<file path="config.mk">
export PLATFORM = sky130hd
export DESIGN_NAME = afsk_modulator
export DESIGN_NICKNAME = d
export VERILOG_FILES = /design/src/rtl/afsk_pkg.sv /design/src/rtl/afsk_dds.sv /design/src/rtl/afsk_framer.sv /design/src/rtl/afsk_modulator.sv
export SDC_FILE = /design/constraint.sdc
export NUM_CORES = 1
export LEC_CHECK = 0
export BUFFER_PORTS_ARGS = -buffer_cell sky130_fd_sc_hd__buf_2
export CAP_MARGIN = 20
export CORE_ASPECT_RATIO = 0.75
export CORE_MARGIN = 2
export CORE_UTILIZATION = 45
export CTS_BUF_LIST = sky130_fd_sc_hd__clkbuf_8
export DETAILED_ROUTE_END_ITERATION = 16
export HOLD_SLACK_MARGIN = 0.05
export PLACE_DENSITY_LB_ADDON = 0.1
export SLEW_MARGIN = 20
export SYNTH_ARGS = -nofsm -noshare
export SYNTH_HDL_FRONTEND = slang
export SYNTH_SLANG_ARGS = --single-unit
</file>
<file path="constraint.sdc">
create_clock -name clk -period 12.6 [get_ports clk]
set_clock_uncertainty 0.2 [all_clocks]
set_input_delay 1.89 -clock clk [delete_from_list [all_inputs] [get_ports clk]]
set_output_delay 1.89 -clock clk [all_outputs]
set_load 0.02 [all_outputs]
</file>
<file path="src/rtl/afsk_pkg.sv">
package afsk_pkg;

  localparam logic [7:0] FLAG_BYTE  = 8'h7E;
  localparam logic [7:0] ABORT_BYTE = 8'h7F;

  // Rounded phase step per sample for one tone.
  function automatic int tone_step(int freq_hz, int rate_hz, int wave_len);
    return (wave_len * freq_hz + rate_hz / 2) / rate_hz;
  endfunction

  // Level of the rising quarter wave at index idx out of qlen entries.
  function automatic logic [7:0] quarter_level(int idx, int qlen);
    int num;
    num = 127 * idx * (2 * qlen - idx) + (qlen * qlen) / 2;
    return 8'(128 + num / (qlen * qlen));
  endfunction

  // Bytes that look like framing go out raw unless marked as data.
  function automatic logic is_stuffable(logic [7:0] b, logic esc);
    return esc || !((b == FLAG_BYTE) || (b == ABORT_BYTE));
  endfunction

endpackage

</file>
<file path="src/rtl/afsk_dds.sv">
module afsk_dds #(
  parameter int PHASE_W    = 9,
  parameter int MARK_STEP  = 64,
  parameter int SPACE_STEP = 117
) (
  input  logic               clk,
  input  logic               rst_n,
  input  logic               step_i,
  input  logic               space_i,
  output logic [PHASE_W-1:0] phase_o,
  output logic [7:0]         sample_o,
  output logic               valid_o
);
  localparam int QW   = PHASE_W - 2;
  localparam int QLEN = 2 ** QW;

  logic [7:0] qtab [QLEN];
  for (genvar g = 0; g < QLEN; g++) begin : g_qtab
    assign qtab[g] = afsk_pkg::quarter_level(g, QLEN);
  end

  logic [PHASE_W-1:0] phase_q, phase_nx;
  logic [PHASE_W-2:0] half_idx;
  logic [QW-1:0]      q_idx;
  logic [7:0]         q_val, samp_nx;

  always_comb begin
    phase_nx = phase_q + (space_i ? PHASE_W'(SPACE_STEP) : PHASE_W'(MARK_STEP));
    half_idx = phase_nx[PHASE_W-2:0];
    q_idx    = half_idx[PHASE_W-2] ? ~half_idx[QW-1:0] : half_idx[QW-1:0];
    q_val    = qtab[q_idx];
    samp_nx  = phase_nx[PHASE_W-1] ? ~q_val : q_val;
  end

  always_ff @(posedge clk) begin
    if (!rst_n) begin
      phase_q  <= '0;
      sample_o <= afsk_pkg::quarter_level(0, QLEN);
      valid_o  <= 1'b0;
    end else begin
      valid_o <= step_i;
      if (step_i) begin
        phase_q  <= phase_nx;
        sample_o <= samp_nx;
      end
    end
  end

  assign phase_o = phase_q;

endmodule

</file>
<file path="src/rtl/afsk_framer.sv">
module afsk_framer #(
  parameter int SAMPLES_PER_BIT = 8,
  parameter int CNT_W           = 8,
  parameter int STUFF_RUN       = 5,
  parameter int ONES_W          = 4
) (
  input  logic             clk,
  input  logic             rst_n,
  input  logic             sample_tick,
  input  logic             tx_req,
  input  logic [CNT_W-1:0] preamble_len,
  input  logic [CNT_W-1:0] trailer_len,
  input  logic [7:0]       in_data,
  input  logic             in_esc,
  input  logic             in_valid,
  output logic             in_ready,
  output logic             busy,
  output logic             emit_o,
  output logic             space_o,
  output logic             stuff_ins_o,
  output logic             stuff_en_o,
  output logic [ONES_W-1:0] ones_o
);
  localparam int SC_W = (SAMPLES_PER_BIT > 1) ? $clog2(SAMPLES_PER_BIT) : 1;
  localparam logic [3:0] BYTE_DONE = 4'd8;

  logic              busy_q, space_q, stuff_q;
  logic [CNT_W-1:0]  pre_q, trl_q;
  logic [SC_W-1:0]   samp_q;
  logic [3:0]        idx_q;
  logic [7:0]        cur_q;
  logic [ONES_W-1:0] ones_q;

  logic tick_act, bit_start, byte_start, stop_now, take;
  logic [7:0]        byte_x;
  logic              stuff_x, insert, bit_val, flip, space_now;
  logic [ONES_W-1:0] ones_x;
  logic [3:0]        idx_x;

  always_comb begin
    tick_act   = sample_tick && busy_q;
    bit_start  = tick_act && (samp_q == '0);
    byte_start = bit_start && (idx_q == BYTE_DONE);
    stop_now   = byte_start && !in_valid && (trl_q == '0);
    take       = byte_start && (pre_q == '0) && in_valid;
    byte_x     = byte_start ? (take ? in_data : afsk_pkg::FLAG_BYTE) : cur_q;
    stuff_x    = byte_start ? (take && afsk_pkg::is_stuffable(in_data, in_esc)) : stuff_q;
    ones_x     = byte_start ? '0 : ones_q;
    idx_x      = byte_start ? 4'd0 : idx_q;
    insert     = stuff_x && (ones_x >= ONES_W'(STUFF_RUN));
    bit_val    = byte_x[idx_x[2:0]];
    flip       = insert || !bit_val;
    space_now  = (bit_start && !stop_now && flip) ? !space_q : space_q;
  end

  always_ff @(posedge clk) begin
    if (!rst_n) begin
      busy_q  <= 1'b0;
      space_q <= 1'b0;
      stuff_q <= 1'b0;
      pre_q   <= '0;
      trl_q   <= '0;
      samp_q  <= '0;
      idx_q   <= BYTE_DONE;
      cur_q   <= '0;
      ones_q  <= '0;
    end else if (tx_req && !busy_q) begin
      busy_q  <= 1'b1;
      pre_q   <= preamble_len;
      trl_q   <= trailer_len;
      samp_q  <= '0;
      idx_q   <= BYTE_DONE;
      ones_q  <= '0;
      space_q <= 1'b0;
      stuff_q <= 1'b0;
    end else begin
      if (tx_req) trl_q <= trailer_len;
      if (stop_now) begin
        busy_q <= 1'b0;
      end else if (tick_act) begin
        samp_q <= bit_start ? SC_W'(SAMPLES_PER_BIT - 1) : samp_q - 1'b1;
        if (bit_start) begin
          space_q <= space_now;
          cur_q   <= byte_x;
          stuff_q <= stuff_x;
          idx_q   <= insert ? idx_x : idx_x + 4'd1;
          if (insert || !bit_val) ones_q <= '0;
          else if (ones_x != '1)  ones_q <= ones_x + 1'b1;
          else                    ones_q <= ones_x;
          if (byte_start) begin
            if (pre_q != '0)              pre_q <= pre_q - 1'b1;
            else if (!in_valid && !tx_req) trl_q <= trl_q - 1'b1;
          end
        end
      end
    end
  end

  assign in_ready    = take;
  assign busy        = busy_q;
  assign emit_o      = tick_act && !stop_now;
  assign space_o     = space_now;
  assign stuff_ins_o = bit_start && insert;
  assign stuff_en_o  = stuff_q;
  assign ones_o      = ones_q;

endmodule

</file>
<file path="src/rtl/afsk_modulator.sv">
module afsk_modulator #(
  parameter int SAMPLE_RATE = 9600,
  parameter int BIT_RATE    = 1200,
  parameter int MARK_HZ     = 1200,
  parameter int SPACE_HZ    = 2200,
  parameter int PHASE_W     = 9,
  parameter int CNT_W       = 8,
  parameter int STUFF_RUN   = 5
) (
  input  logic             clk,
  input  logic             rst_n,
  input  logic             sample_tick,
  input  logic             tx_req,
  input  logic [CNT_W-1:0] preamble_len,
  input  logic [CNT_W-1:0] trailer_len,
  input  logic [7:0]       in_data,
  input  logic             in_esc,
  input  logic             in_valid,
  output logic             in_ready,
  output logic [7:0]       sample,
  output logic             sample_valid,
  output logic             busy
);
  localparam int WAVE_LEN   = 2 ** PHASE_W;
  localparam int SPB        = SAMPLE_RATE / BIT_RATE;
  localparam int MARK_STEP  = afsk_pkg::tone_step(MARK_HZ, SAMPLE_RATE, WAVE_LEN);
  localparam int SPACE_STEP = afsk_pkg::tone_step(SPACE_HZ, SAMPLE_RATE, WAVE_LEN);
  localparam int ONES_W     = 4;

  logic               emit_w, space_w, stuff_ins_w, stuff_en_w;
  logic [ONES_W-1:0]  ones_w;
  logic [PHASE_W-1:0] phase_w;

  afsk_framer #(
    .SAMPLES_PER_BIT(SPB), .CNT_W(CNT_W), .STUFF_RUN(STUFF_RUN), .ONES_W(ONES_W)
  ) u_framer (
    .clk(clk), .rst_n(rst_n), .sample_tick(sample_tick), .tx_req(tx_req),
    .preamble_len(preamble_len), .trailer_len(trailer_len),
    .in_data(in_data), .in_esc(in_esc), .in_valid(in_valid), .in_ready(in_ready),
    .busy(busy), .emit_o(emit_w), .space_o(space_w), .stuff_ins_o(stuff_ins_w),
    .stuff_en_o(stuff_en_w), .ones_o(ones_w)
  );

  afsk_dds #(
    .PHASE_W(PHASE_W), .MARK_STEP(MARK_STEP), .SPACE_STEP(SPACE_STEP)
  ) u_dds (
    .clk(clk), .rst_n(rst_n), .step_i(emit_w), .space_i(space_w),
    .phase_o(phase_w), .sample_o(sample), .valid_o(sample_valid)
  );

endmodule

</file>
==> results.yml <==
power_and_ir_drop:
  intPower_uw: 346
  leakagePower_uw: 0.00194
  power_switching_uw: 243
  seq_power_share_pct: 32.9
  vdd_drop_max_v: 0.0000465
  power_frac_clock_pct: 20.6
  p_per_area_nw_per_um2: 113
  pwr-share-comb_pct: 46.5
  fin_total_pwr_uw: 589
  sw_frac_of_total_pct: 41.2
grt:
  gr-usage-all-layers_pct: 23.7
  grt_max_degree: 42
  grt_pass1_vias: 4599
  grt_overflow: 0
  grt_pass1_wl_mm: 23.0
  antenna_found_initial: 0
clock_tree:
  cts_buffer_depth: 2
  cts_inserted_buffers: 5
  postCtsSetupBuffers: 0
  clkSlewWorstSetupHoldPaths_ns: 0.10
  cts_tree: "yes"
  clockRootBuffer: "clkbuf_8"
  cts_sinks: 56
  htree_levels: 2
  cts_resized: 0
  insertion_delay_ns: 0.32
  cts_hold_buf: 0
drt:
  via_per_inst: 6.40
  drt-initial-drc-count: 594
  post-route-drc-count: 0
  routed_wirelength_mm: 14.0
  ant_nets: 0
  wl_per_cell_um: 17.9
  dr.pass1.iters: 5
  vias: 5025
synthesis:
  ys.flop_type: "dfxtp_1"
  synth_cells: 644
  yosysSeqAreaShare_pct: 22.9
  synth_area_leaders: "dfxtp_1 (23%), nor2_1 (5.3%), nand2_1 (4.8%)"
  synth_top_cell_area_share_pct: 22.9
  ys_ff_latch: 56
  synth_most_common_cell: "nor2_1"
  ys_top_cells_by_count: "nor2_1 (69), nand2_1 (63), dfxtp_1 (56), a21oi_1 (45), o21ai_0 (38)"
  synthArstFlopShare_pct: 0
  yosysWarnings: 0
  synthesis.nets: 691
  synth_edf_count: 0
  synth_cell_types: 81
  avgSynthCellArea_sq_um: 7.59
  yosysTopAreaCell: "dfxtp_1"
  syn_area_sq_um: 4890
setup_path:
  critPathLaunch: "sample_tick"
  crit_type: "input port to flop"
  reg2reg_slack_ns: 5.51
  crit_required_ns: 12.56
  reg2reg_depth: 19
  end_kind: "flop"
  crit_fanout: 33
  arrival_ns: 7.94
  start_kind: "input port"
  reg2reg_to: "u_dds.sample_o[0]$_SDFFE_PN0P_"
  r2r-start: "u_framer.idx_q[0]$_SDFFE_PP0P_"
die:
  die_x_um: 124
  initial_core_util_pct: 47.0
  ios: 41
  core_sq_um: 10400
  std_cell_rows: 32
  dieArea_sq_um: 11700
  die_y_um: 94.3
cells_and_area:
  antenna_cells: 0
  drive_gt1_share_pct: 13.9
  nets: 695
  nFillCells: 1037
  area_growth_syn_to_layout_pct: 6.58
  final_util_pct: 50.0
placement:
  place_hpwl_mm: 9.99
  port_buffers: 40
  dpl_worst_slack_ns: 4.33
  globalplace.congestion: 0.937
sta:
  final.setup.worst_slack_ns: 4.63
  hold_ws_ns: 0.262
  tightest_slew_ns: 1.01
  finalSetupViolCount: 0
  timing.fmax_mhz: 125
  hold_violations: 0
  fin_tns_setup_ns: 0
  slew_violations: 0
  grt_setup_unrepaired: "false"
  fin_crit_ns: 7.97
  finalCritPeriodShare_pct: 63.3
  slew_headroom_pct: 31.9
flow_run:
  maxCapViolations: 0
outcome:
  outcome: "complete, no violations"
worst_hold_path:
  worstHoldStart: "u_dds.sample_o[4]$_SDFFE_PN0P_"
  min_delay_worst_endpoint: "u_dds.sample_o[4]$_SDFFE_PN0P_"
  whs_path_depth: 2
  hold_path_class: "flop to flop"
-- cells by family after synthesis --
| family | after synthesis | synth area share [%] |
|---|---|---|
| and+or+nand+nor | 234 | 23.3 |
| AOI/OAI and AO/OA | 208 | 30.2 |
| buffers and inverters | 72 | 6.68 |
| DFF | 56 | 22.9 |
| xor gates and xnor gates | 39 | 8.22 |
| adders and majority gates | 20 | 4.99 |
| muxes | 15 | 3.66 |
-- how the worst max path moves through the flow --
stage / end / cells after the start
floorplan: u_dds.sample_o[3]$_SDFFE_PN0P_ / 25
global placement: u_dds.sample_o[0]$_SDFFE_PN0P_ / 19
detailed placement: u_dds.sample_o[0]$_SDFFE_PN0P_ / 19
CTS: u_dds.sample_o[0]$_SDFFE_PN0P_ / 19
global route: u_dds.sample_o[0]$_SDFFE_PN0P_ / 20
finish: u_dds.sample_o[0]$_SDFFE_PN0P_ / 20
-- power groups by stage --
stage	combinational [uW]	sequential [uW]	clock (uW)
global route	298	195	132
global placement	261	198	0
finish	274	194	121
detailed placement	264	198	0
CTS	265	194	126
floorplan	204	199	0
-- metal layers --
metal  share of wire (%)  vias to the layer above  GRT usage [%]
met3                 9.2                       19           6.49
met4                0.76                        0           4.31
met5                   0                        -              0
met2                  41                      244           35.2
li1                    -                     2402              -
met1                  49                     2360           34.4
-- per-stage QoR --
stage / std cells / instance area, sq um
after global placement: 777 / 5090
after global routing: 785 / 5210
final: 785 / 5210
after CTS: 785 / 5200
after detailed placement: 777 / 5090
after floorplan: 644 / 4890
-- final cells by class --
| cell class | instances | area [sq um] | area share [%] |
|---|---|---|---|
| Multi-Input combinational cell | 516 | 3460 | 66.3 |
| Sequential cell | 56 | 1120 | 21.5 |
| Timing Repair Buffer | 50 | 275 | 5.28 |
| Tap cell | 136 | 170 | 3.27 |
| Inverter | 19 | 71.3 | 1.37 |
| Clock buffer | 5 | 68.8 | 1.32 |
| Clock inverter | 3 | 47.5 | 0.913 |
-- layout by cell type, fill, tap and decap left out, types with 6 or more instances in the layout --
| cell type | n |
|---|---|
| ha_1 | 17 |
| a211oi_1 | 23 |
| o311ai_0 | 7 |
| nor2_1 | 69 |
| nand2_1 | 63 |
| nor3_1 | 20 |
| xor2_1 | 11 |
| nor4_1 | 8 |
| inv_1 | 16 |
| o21ai_0 | 38 |
| nand3_1 | 29 |
| nand2b_1 | 7 |
| xnor2_1 | 21 |
| o22ai_1 | 6 |
| a21oi_1 | 45 |
| buf_2 | 40 |
| a31oi_1 | 7 |
| buf_4 | 10 |
| mux2i_1 | 10 |
| dfxtp_1 | 56 |
-- worst max-delay path, stage by stage --
cell       delay, ns
buf_2           0.10
nand4b_1        0.18
nor2b_1         0.70
nand3_4         0.25
o22a_1          0.26
mux4_2          0.46
mux2i_1         0.19
o21ai_2         0.10
xnor2_2         0.28
ha_1            0.43
a211oi_4        0.42
o21a_1          0.49
xnor2_4         0.15
buf_4           0.36
nor2_1          0.19
a2111oi_0       0.48
nor4_1          0.10
a2111oi_0       0.59
or3_1           0.20
a31oi_1         0.08
-- flip-flops by register name (all words and copies together) (netlist names) --
register             cells
u_dds.valid_o            1
u_framer.cur_q           8
u_framer.stuff_en_o      1
u_framer.busy            1
u_framer.samp_q          3
u_dds.sample_o           8
u_framer.ones_o          4
u_framer.space_q         1
u_framer.trl_q           8
u_framer.idx_q           4
u_dds.phase_o            9
u_framer.pre_q           8
(Power assumes the default switching activity.)
